===== src/rtl/irq_redirect_pkg.sv =====
`timescale 1ns/1ps
package irq_redirect_pkg;

    localparam int VEC_W  = 8;
    localparam int DLV_W  = 3;
    localparam int DEST_W = 16;
    localparam int WORD_W = 32;

    localparam logic [WORD_W-1:0] MSG_ADDR_BASE = 32'hFEE0_0000;
    localparam int                ADDR_DEST_LSB = 4;
    localparam int                ADDR_DM_BIT   = 2;
    localparam logic [DLV_W-1:0]  DLV_EXT_VEC   = 3'b111;

    typedef enum logic [1:0] {
        SCAN_IDLE,
        SCAN_SEEK,
        SCAN_OFFER
    } scan_state_t;

    function automatic logic [WORD_W-1:0] build_addr(
        input logic [DEST_W-1:0] dest,
        input logic              dm
    );
        logic [WORD_W-1:0] a;
        a = MSG_ADDR_BASE;
        a[ADDR_DEST_LSB +: DEST_W] = dest;
        a[ADDR_DM_BIT] = dm;
        return a;
    endfunction

    function automatic logic [WORD_W-1:0] build_data(
        input logic [VEC_W-1:0] vec,
        input logic [DLV_W-1:0] dlv,
        input logic             lvl
    );
        return {16'b0, lvl, 4'b0, dlv, vec};
    endfunction

endpackage


===== src/rtl/irq_line_map.sv =====
`timescale 1ns/1ps
module irq_line_map #(
    parameter int NUM_PINS = 24
) (
    input  logic [NUM_PINS-1:0] lines,
    output logic [NUM_PINS-1:0] pin_req
);
    // line 0 is steered onto pin 2; pin 0 has no source
    for (genvar gi = 0; gi < NUM_PINS; gi++) begin : g_map
        if (gi == 0) begin : g_zero
            assign pin_req[gi] = 1'b0;
        end else if (gi == 2) begin : g_two
            assign pin_req[gi] = lines[2] | lines[0];
        end else begin : g_direct
            assign pin_req[gi] = lines[gi];
        end
    end
endmodule


===== src/rtl/irq_pin_slot.sv =====
`timescale 1ns/1ps
module irq_pin_slot
    import irq_redirect_pkg::*;
(
    input  logic             clk,
    input  logic             rst_n,
    input  logic             req_in,
    input  logic             trig_level,
    input  logic             masked,
    input  logic [VEC_W-1:0] vec,
    input  logic             eoi_valid,
    input  logic [VEC_W-1:0] eoi_vector,
    input  logic             deliver,
    output logic             pending,
    output logic             in_service,
    output logic             eligible
);
    logic req_q;
    logic rise;
    logic eoi_hit;

    assign rise    = req_in & ~req_q;
    assign eoi_hit = eoi_valid & in_service & (vec == eoi_vector);

    always_ff @(posedge clk) begin
        if (!rst_n) begin
            req_q      <= 1'b0;
            pending    <= 1'b0;
            in_service <= 1'b0;
        end else begin
            req_q <= req_in;
            if (trig_level) begin
                pending <= req_in;
            end else if (rise && !masked) begin
                pending <= 1'b1;
            end else if (deliver) begin
                pending <= 1'b0;
            end
            if (!trig_level) begin
                in_service <= 1'b0;
            end else if (deliver) begin
                in_service <= 1'b1;
            end else if (eoi_hit) begin
                in_service <= 1'b0;
            end
        end
    end

    assign eligible = pending & ~masked & (~trig_level | ~in_service);
endmodule


===== src/rtl/irq_scan_fsm.sv =====
`timescale 1ns/1ps
module irq_scan_fsm
    import irq_redirect_pkg::*;
#(
    parameter int NUM_PINS = 24,
    localparam int IDX_W  = $clog2(NUM_PINS),
    localparam int BASE_W = IDX_W + 1
) (
    input  logic                clk,
    input  logic                rst_n,
    input  logic [NUM_PINS-1:0] eligible,
    input  logic                msg_ready,
    output logic                pick_load,
    output logic [IDX_W-1:0]    pick_idx,
    output logic                offer,
    output logic [NUM_PINS-1:0] deliver
);
    scan_state_t       state_q, state_d;
    logic [IDX_W-1:0]  cur_q, cur_d;
    logic [BASE_W-1:0] base_q, base_d;
    logic [BASE_W-1:0] search_base;
    logic              hit;
    logic [IDX_W-1:0]  hit_idx;

    // state register
    always_ff @(posedge clk) begin
        if (!rst_n) begin
            state_q <= SCAN_IDLE;
            cur_q   <= '0;
            base_q  <= '0;
        end else begin
            state_q <= state_d;
            cur_q   <= cur_d;
            base_q  <= base_d;
        end
    end

    // lowest eligible pin at or above the search base
    assign search_base = (state_q == SCAN_SEEK) ? base_q : '0;

    always_comb begin
        hit     = 1'b0;
        hit_idx = '0;
        for (int i = NUM_PINS - 1; i >= 0; i--) begin
            if (eligible[i] && (i >= int'(search_base))) begin
                hit     = 1'b1;
                hit_idx = IDX_W'(i);
            end
        end
    end

    // next state
    always_comb begin
        state_d = state_q;
        cur_d   = cur_q;
        base_d  = base_q;
        unique case (state_q)
            SCAN_IDLE, SCAN_SEEK: begin
                if (hit) begin
                    cur_d   = hit_idx;
                    state_d = SCAN_OFFER;
                end else begin
                    state_d = SCAN_IDLE;
                end
            end
            SCAN_OFFER: begin
                if (msg_ready) begin
                    if (cur_q == IDX_W'(NUM_PINS - 1)) begin
                        state_d = SCAN_IDLE;
                    end else begin
                        base_d  = BASE_W'(cur_q) + 1'b1;
                        state_d = SCAN_SEEK;
                    end
                end
            end
            default: state_d = SCAN_IDLE;
        endcase
    end

    // outputs
    always_comb begin
        pick_load = 1'b0;
        offer     = 1'b0;
        deliver   = '0;
        unique case (state_q)
            SCAN_IDLE, SCAN_SEEK: pick_load = hit;
            SCAN_OFFER: begin
                offer = 1'b1;
                if (msg_ready) deliver[cur_q] = 1'b1;
            end
            default: ;
        endcase
    end

    assign pick_idx = hit_idx;
endmodule


===== src/rtl/irq_msg_fmt.sv =====
`timescale 1ns/1ps
module irq_msg_fmt
    import irq_redirect_pkg::*;
#(
    parameter int NUM_PINS = 24,
    localparam int IDX_W = $clog2(NUM_PINS)
) (
    input  logic [IDX_W-1:0]                sel,
    input  logic [NUM_PINS-1:0][VEC_W-1:0]  cfg_vector,
    input  logic [NUM_PINS-1:0][DLV_W-1:0]  cfg_dlv_mode,
    input  logic [NUM_PINS-1:0]             cfg_trig_level,
    input  logic [NUM_PINS-1:0]             cfg_dest_mode,
    input  logic [NUM_PINS-1:0][DEST_W-1:0] cfg_dest,
    input  logic [VEC_W-1:0]                ext_vector,
    output logic [WORD_W-1:0]               addr,
    output logic [WORD_W-1:0]               data
);
    logic [VEC_W-1:0] vec_sel;
    logic [DLV_W-1:0] dlv_sel;

    always_comb begin
        dlv_sel = cfg_dlv_mode[sel];
        vec_sel = (dlv_sel == DLV_EXT_VEC) ? ext_vector : cfg_vector[sel];
        addr    = build_addr(cfg_dest[sel], cfg_dest_mode[sel]);
        data    = build_data(vec_sel, dlv_sel, cfg_trig_level[sel]);
    end
endmodule


===== src/rtl/irq_redirect_core.sv =====
`timescale 1ns/1ps
module irq_redirect_core
    import irq_redirect_pkg::*;
#(
    parameter int NUM_PINS = 24
) (
    input  logic                            clk,
    input  logic                            rst_n,
    input  logic [NUM_PINS-1:0]             irq_lines,
    input  logic [NUM_PINS-1:0][VEC_W-1:0]  cfg_vector,
    input  logic [NUM_PINS-1:0][DLV_W-1:0]  cfg_dlv_mode,
    input  logic [NUM_PINS-1:0]             cfg_trig_level,
    input  logic [NUM_PINS-1:0]             cfg_masked,
    input  logic [NUM_PINS-1:0]             cfg_dest_mode,
    input  logic [NUM_PINS-1:0][DEST_W-1:0] cfg_dest,
    input  logic [VEC_W-1:0]                ext_vector,
    input  logic                            eoi_valid,
    input  logic [VEC_W-1:0]                eoi_vector,
    output logic                            msg_valid,
    input  logic                            msg_ready,
    output logic [WORD_W-1:0]               msg_addr,
    output logic [WORD_W-1:0]               msg_data
);
    localparam int IDX_W = $clog2(NUM_PINS);

    logic [NUM_PINS-1:0] pin_req;
    logic [NUM_PINS-1:0] pin_pending;
    logic [NUM_PINS-1:0] pin_rirr;
    logic [NUM_PINS-1:0] pin_eligible;
    logic [NUM_PINS-1:0] pin_deliver;
    logic                pick_load;
    logic [IDX_W-1:0]    pick_idx;
    logic [WORD_W-1:0]   fmt_addr;
    logic [WORD_W-1:0]   fmt_data;

    irq_line_map #(.NUM_PINS(NUM_PINS)) u_map (
        .lines   (irq_lines),
        .pin_req (pin_req)
    );

    for (genvar gp = 0; gp < NUM_PINS; gp++) begin : g_pin
        irq_pin_slot u_slot (
            .clk        (clk),
            .rst_n      (rst_n),
            .req_in     (pin_req[gp]),
            .trig_level (cfg_trig_level[gp]),
            .masked     (cfg_masked[gp]),
            .vec        (cfg_vector[gp]),
            .eoi_valid  (eoi_valid),
            .eoi_vector (eoi_vector),
            .deliver    (pin_deliver[gp]),
            .pending    (pin_pending[gp]),
            .in_service (pin_rirr[gp]),
            .eligible   (pin_eligible[gp])
        );
    end

    irq_scan_fsm #(.NUM_PINS(NUM_PINS)) u_scan (
        .clk       (clk),
        .rst_n     (rst_n),
        .eligible  (pin_eligible),
        .msg_ready (msg_ready),
        .pick_load (pick_load),
        .pick_idx  (pick_idx),
        .offer     (msg_valid),
        .deliver   (pin_deliver)
    );

    irq_msg_fmt #(.NUM_PINS(NUM_PINS)) u_fmt (
        .sel            (pick_idx),
        .cfg_vector     (cfg_vector),
        .cfg_dlv_mode   (cfg_dlv_mode),
        .cfg_trig_level (cfg_trig_level),
        .cfg_dest_mode  (cfg_dest_mode),
        .cfg_dest       (cfg_dest),
        .ext_vector     (ext_vector),
        .addr           (fmt_addr),
        .data           (fmt_data)
    );

    // message holding register, loaded when a pin is picked
    always_ff @(posedge clk) begin
        if (!rst_n) begin
            msg_addr <= '0;
            msg_data <= '0;
        end else if (pick_load) begin
            msg_addr <= fmt_addr;
            msg_data <= fmt_data;
        end
    end

    // pending state is kept per pin; observed only through messages
    logic unused_pending;
    assign unused_pending = ^pin_pending;
endmodule


===== config.mk =====
export PLATFORM = sky130hd
export DESIGN_NAME = irq_redirect_core
export DESIGN_NICKNAME = d
export VERILOG_FILES = /design/src/rtl/irq_redirect_pkg.sv /design/src/rtl/irq_line_map.sv /design/src/rtl/irq_pin_slot.sv /design/src/rtl/irq_scan_fsm.sv /design/src/rtl/irq_msg_fmt.sv /design/src/rtl/irq_redirect_core.sv
export SDC_FILE = /design/constraint.sdc
export NUM_CORES = 1
export LEC_CHECK = 0
export BUFFER_PORTS_ARGS = -buffer_cell sky130_fd_sc_hd__buf_4
export CAP_MARGIN = 20
export CORE_AREA = 4 4 322 324
export CTS_CLUSTER_DIAMETER = 100
export DETAILED_ROUTE_END_ITERATION = 16
export DIE_AREA = 0 0 326 328
export GPL_TIMING_DRIVEN = 0
export PLACE_DENSITY = 0.43
export SETUP_SLACK_MARGIN = 0.15
export SLEW_MARGIN = 5
export SYNTH_ARGS = -nofsm -noshare
export SYNTH_HDL_FRONTEND = slang
export SYNTH_HIERARCHICAL = 1
export SYNTH_SLANG_ARGS = --single-unit

===== constraint.sdc =====
create_clock -name clk -period 4.7 [get_ports clk]
set_input_delay 0.235 -clock clk [delete_from_list [all_inputs] [get_ports clk]]
set_output_delay 0.235 -clock clk [all_outputs]
set_load 0.05 [all_outputs]

==> results_dict.tcl <==
set metrics [dict create \
    outcome "finished clean" \
    clkTransAtPathRegs_ps 80 \
    max-slew-margin-rel 0.223 \
    ys_seq_area_frac 0.195 \
    die_x_um 326 \
    hpwl_um 97900 \
    max_freq_mhz 226 \
    crit_path_end_kind "flip-flop" \
    syn_area_um2 15300 \
    p_leak_nw 10.7 \
    layout.nets 3150 \
    grt_pass1_wl_um 151000 \
    start_util 0.151 \
    vias 16700 \
    cts_htree_levels 4 \
    coreArea_um2 101000 \
    p_comb_frac 0.639 \
    io_pins 829 \
    dieArea_um2 107000 \
    syn-instance-count 1471 \
    antenna_found_initial 20 \
    required_ps 5080 \
    cts_sinks 149 \
    portBuffers 806 \
    die_h_um 328 \
    hold_class "in2reg" \
    via_per_inst 4.42 \
    finalCritPeriodShare 0.940 \
    power.internal_mw 4.56 \
    fin_ws_ps 284 \
    cap_viol_max_count 0 \
    numCtsBuffers 17 \
    finalSetupViolCount 0 \
    p_per_area_nw_per_um2 318 \
    syn-mean-instance-area_um2 10.4 \
    wire_per_inst_um 30.4 \
    vdd_ir_drop_max_v 0.000218 \
    netSwitchingFraction 0.433 \
    rsz0062_at_grt "true" \
    synth_edf_count 0 \
    yosysWarnings 6 \
    cts_tree "done" \
    arrival_ps 4800 \
    tightest_slew_ps 1150 \
    hold_viol 0 \
    dr.pass1.iters 5 \
    drive_gt1_frac 0.532 \
    drtIter0Drc 985 \
    finClkSkew_ps 14.1 \
    grt_max_degree 78 \
    path_class "reg2reg" \
    grt.total_usage 0.206 \
    clkPwrFrac 0.179 \
    pre_cts_ws_ps -1570 \
    maxSlewViolCount 0 \
    hold_slack_ps 54.3 \
    p_seq_frac 0.182 \
    first_global_vias 17500 \
    ant_nets 0 \
    areaGrowthSynthToFinish_pct 66.1 \
    ys_types 75 \
    crit_path_max_fanout 10 \
    ys_ff_latch 149 \
    worstSkewPairLatency_ps 490 \
    clockBufferDepth 2 \
    synth_ff_type "dfxtp_1" \
    p_switching_mw 3.49 \
    finalCriticalPeriod_ps 4420 \
    gp_congestion 0.928 \
    grt-ovfl-total 0 \
    placementRows 117 \
    totalWireLength_um 115000 \
    root_buffer "clkbuf_16" \
    async_flop_share 0 \
    fillers 11100 \
    drc_errors 0 \
    start_kind "flip-flop" \
]
==> layout make-up <==
class | instances | area, um^2 | area share
Inverter | 52 | 195 | 0.00770
Clock buffer | 21 | 460 | 0.0182
Sequential cell | 149 | 2990 | 0.118
Buffer | 146 | 1530 | 0.0604
Antenna cell | 11 | 27.5 | 0.00109
Tap cell | 1368 | 1710 | 0.0675
Timing Repair Buffer | 859 | 6620 | 0.261
Clock inverter | 11 | 115 | 0.00454
Multi-Input combinational cell | 1157 | 11700 | 0.462
==> metal layers <==
| metal | track usage | part of all wire | vias up |
|---|---|---|---|
| li1 | - | - | 7352 |
| met1 | 0.253 | 0.41 | 8457 |
| met2 | 0.366 | 0.50 | 723 |
| met3 | 0.0409 | 0.061 | 122 |
| met4 | 0.0567 | 0.027 | 16 |
| met5 | 0 | 0.00099 | - |
==> worst paths after layout <==
| kind | startpoint | end | slack, ps | cells after the start |
|---|---|---|---|---|
| worst max-delay path | u_scan/base_q[3] | msg_addr[12] | 280 | 19 |
| worst min-delay path | cfg_trig_level[20] | g_pin[20].u_slot/in_service | 50 | 3 |
| worst max register to register | u_scan/base_q[3] | msg_addr[12] | 280 | 19 |
| worst min register to register | msg_data[22] | msg_data[22] | 520 | 2 |
==> critical path: stages, from the launching register on <==
cell and delay, ps:
dfxtp_1 330, clkbuf_4 200, o21a_1 230, o21ai_4 300, o31ai_1 120, a221o_1 360, o21ai_2 180, a41o_2 290
nor2_4 70, buf_12 150, buf_12 140, buf_16 150, bufbuf_16 290, buf_4 130, mux4_2 400, mux4_2 510
inv_1 80, o22ai_1 130, mux2i_1 170, nor2b_1 60
==> what timing repair did <==
action | CTS | global route
gates resized for setup | 186 | 55
setup endpoints to repair | 26 | 26
hold buffers | 22 | 0
pin swaps | 4 | 9
gates cloned | 2 | 0
hold endpoints to repair | 36 | 0
setup buffers | 22 | 4
==> cells by family after synthesis <==
logic type,synth area share
xor gates and xnor gates,0.111
other,0.000738
AOI/OAI and AO/OA,0.114
DFF,0.195
and+or+nand+nor,0.131
muxes,0.364
buffers and inverters,0.0792
adders and majority gates,0.00393
==> per-stage QoR <==
stage / TNS (ps) / cells / util / power [mW] / instance area, um^2
2_1_floorplan: 0 / 1504 / - / 4.01 / 15400
3_3_place_gp: -33210 / 3678 / 0.229 / 6.09 / 23200
3_5_place_dp: -30830 / 3681 / 0.229 / 6.09 / 23200
4_1_cts: 0 / 3759 / 0.248 / 8.10 / 25100
5_1_grt: 0 / 3767 / 0.250 / 8.41 / 25300
6_report: 0 / 3774 / 0.251 / 8.05 / 25400
==> layout by cell type, fill, tap and decap left out, drive strengths merged, types with 27 or more instances in the layout <==
| master | instances |
|---|---|
| buf | 955 |
| xor2 | 193 |
| mux4 | 184 |
| dfxtp | 149 |
| mux2i | 116 |
| nor2b | 76 |
| nor2 | 75 |
| inv | 57 |
| clkbuf | 48 |
| o21ai | 43 |
| conb | 36 |
| and2 | 32 |
| o22ai | 30 |
| nand2 | 29 |
| nor3 | 29 |
| a211oi | 29 |
| or3 | 27 |
| a21boi | 27 |
==> Yosys cell counts, types with 28 or more instances <==
cell type | n | area (um^2)
a211oi_1 | 28 | 210
inv_1 | 52 | 195
nor2_1 | 73 | 274
nor3_1 | 28 | 140
buf_2 | 35 | 175
nand2_1 | 29 | 109
nor2b_1 | 76 | 475
o22ai_1 | 30 | 188
xor2_1 | 193 | 1690
and2_1 | 32 | 200
mux2i_1 | 116 | 1160
o21ai_1 | 30 | 150
mux4_2 | 176 | 3960
buf_4 | 64 | 480
dfxtp_1 | 149 | 2980
==> flip-flops by register name, summed over array words and instances (netlist names) <==
register	cells
g_pin.u_slot/pending	24
u_scan/state_q	2
g_pin.u_slot/req_q	24
u_scan/cur_q	5
msg_addr	32
u_scan/base_q	6
msg_data	32
g_pin.u_slot/in_service	24
==> power by group through the flow <==
stage | Sequential, mW | Combinational, mW | Clock, mW
2_1_floorplan | 1.82 | 2.19 | 0
3_3_place_gp | 1.49 | 4.59 | 0
3_5_place_dp | 1.49 | 4.60 | 0
4_1_cts | 1.47 | 5.14 | 1.49
5_1_grt | 1.48 | 5.40 | 1.53
6_report | 1.47 | 5.14 | 1.44
Power figures use the tool's default switching activity.
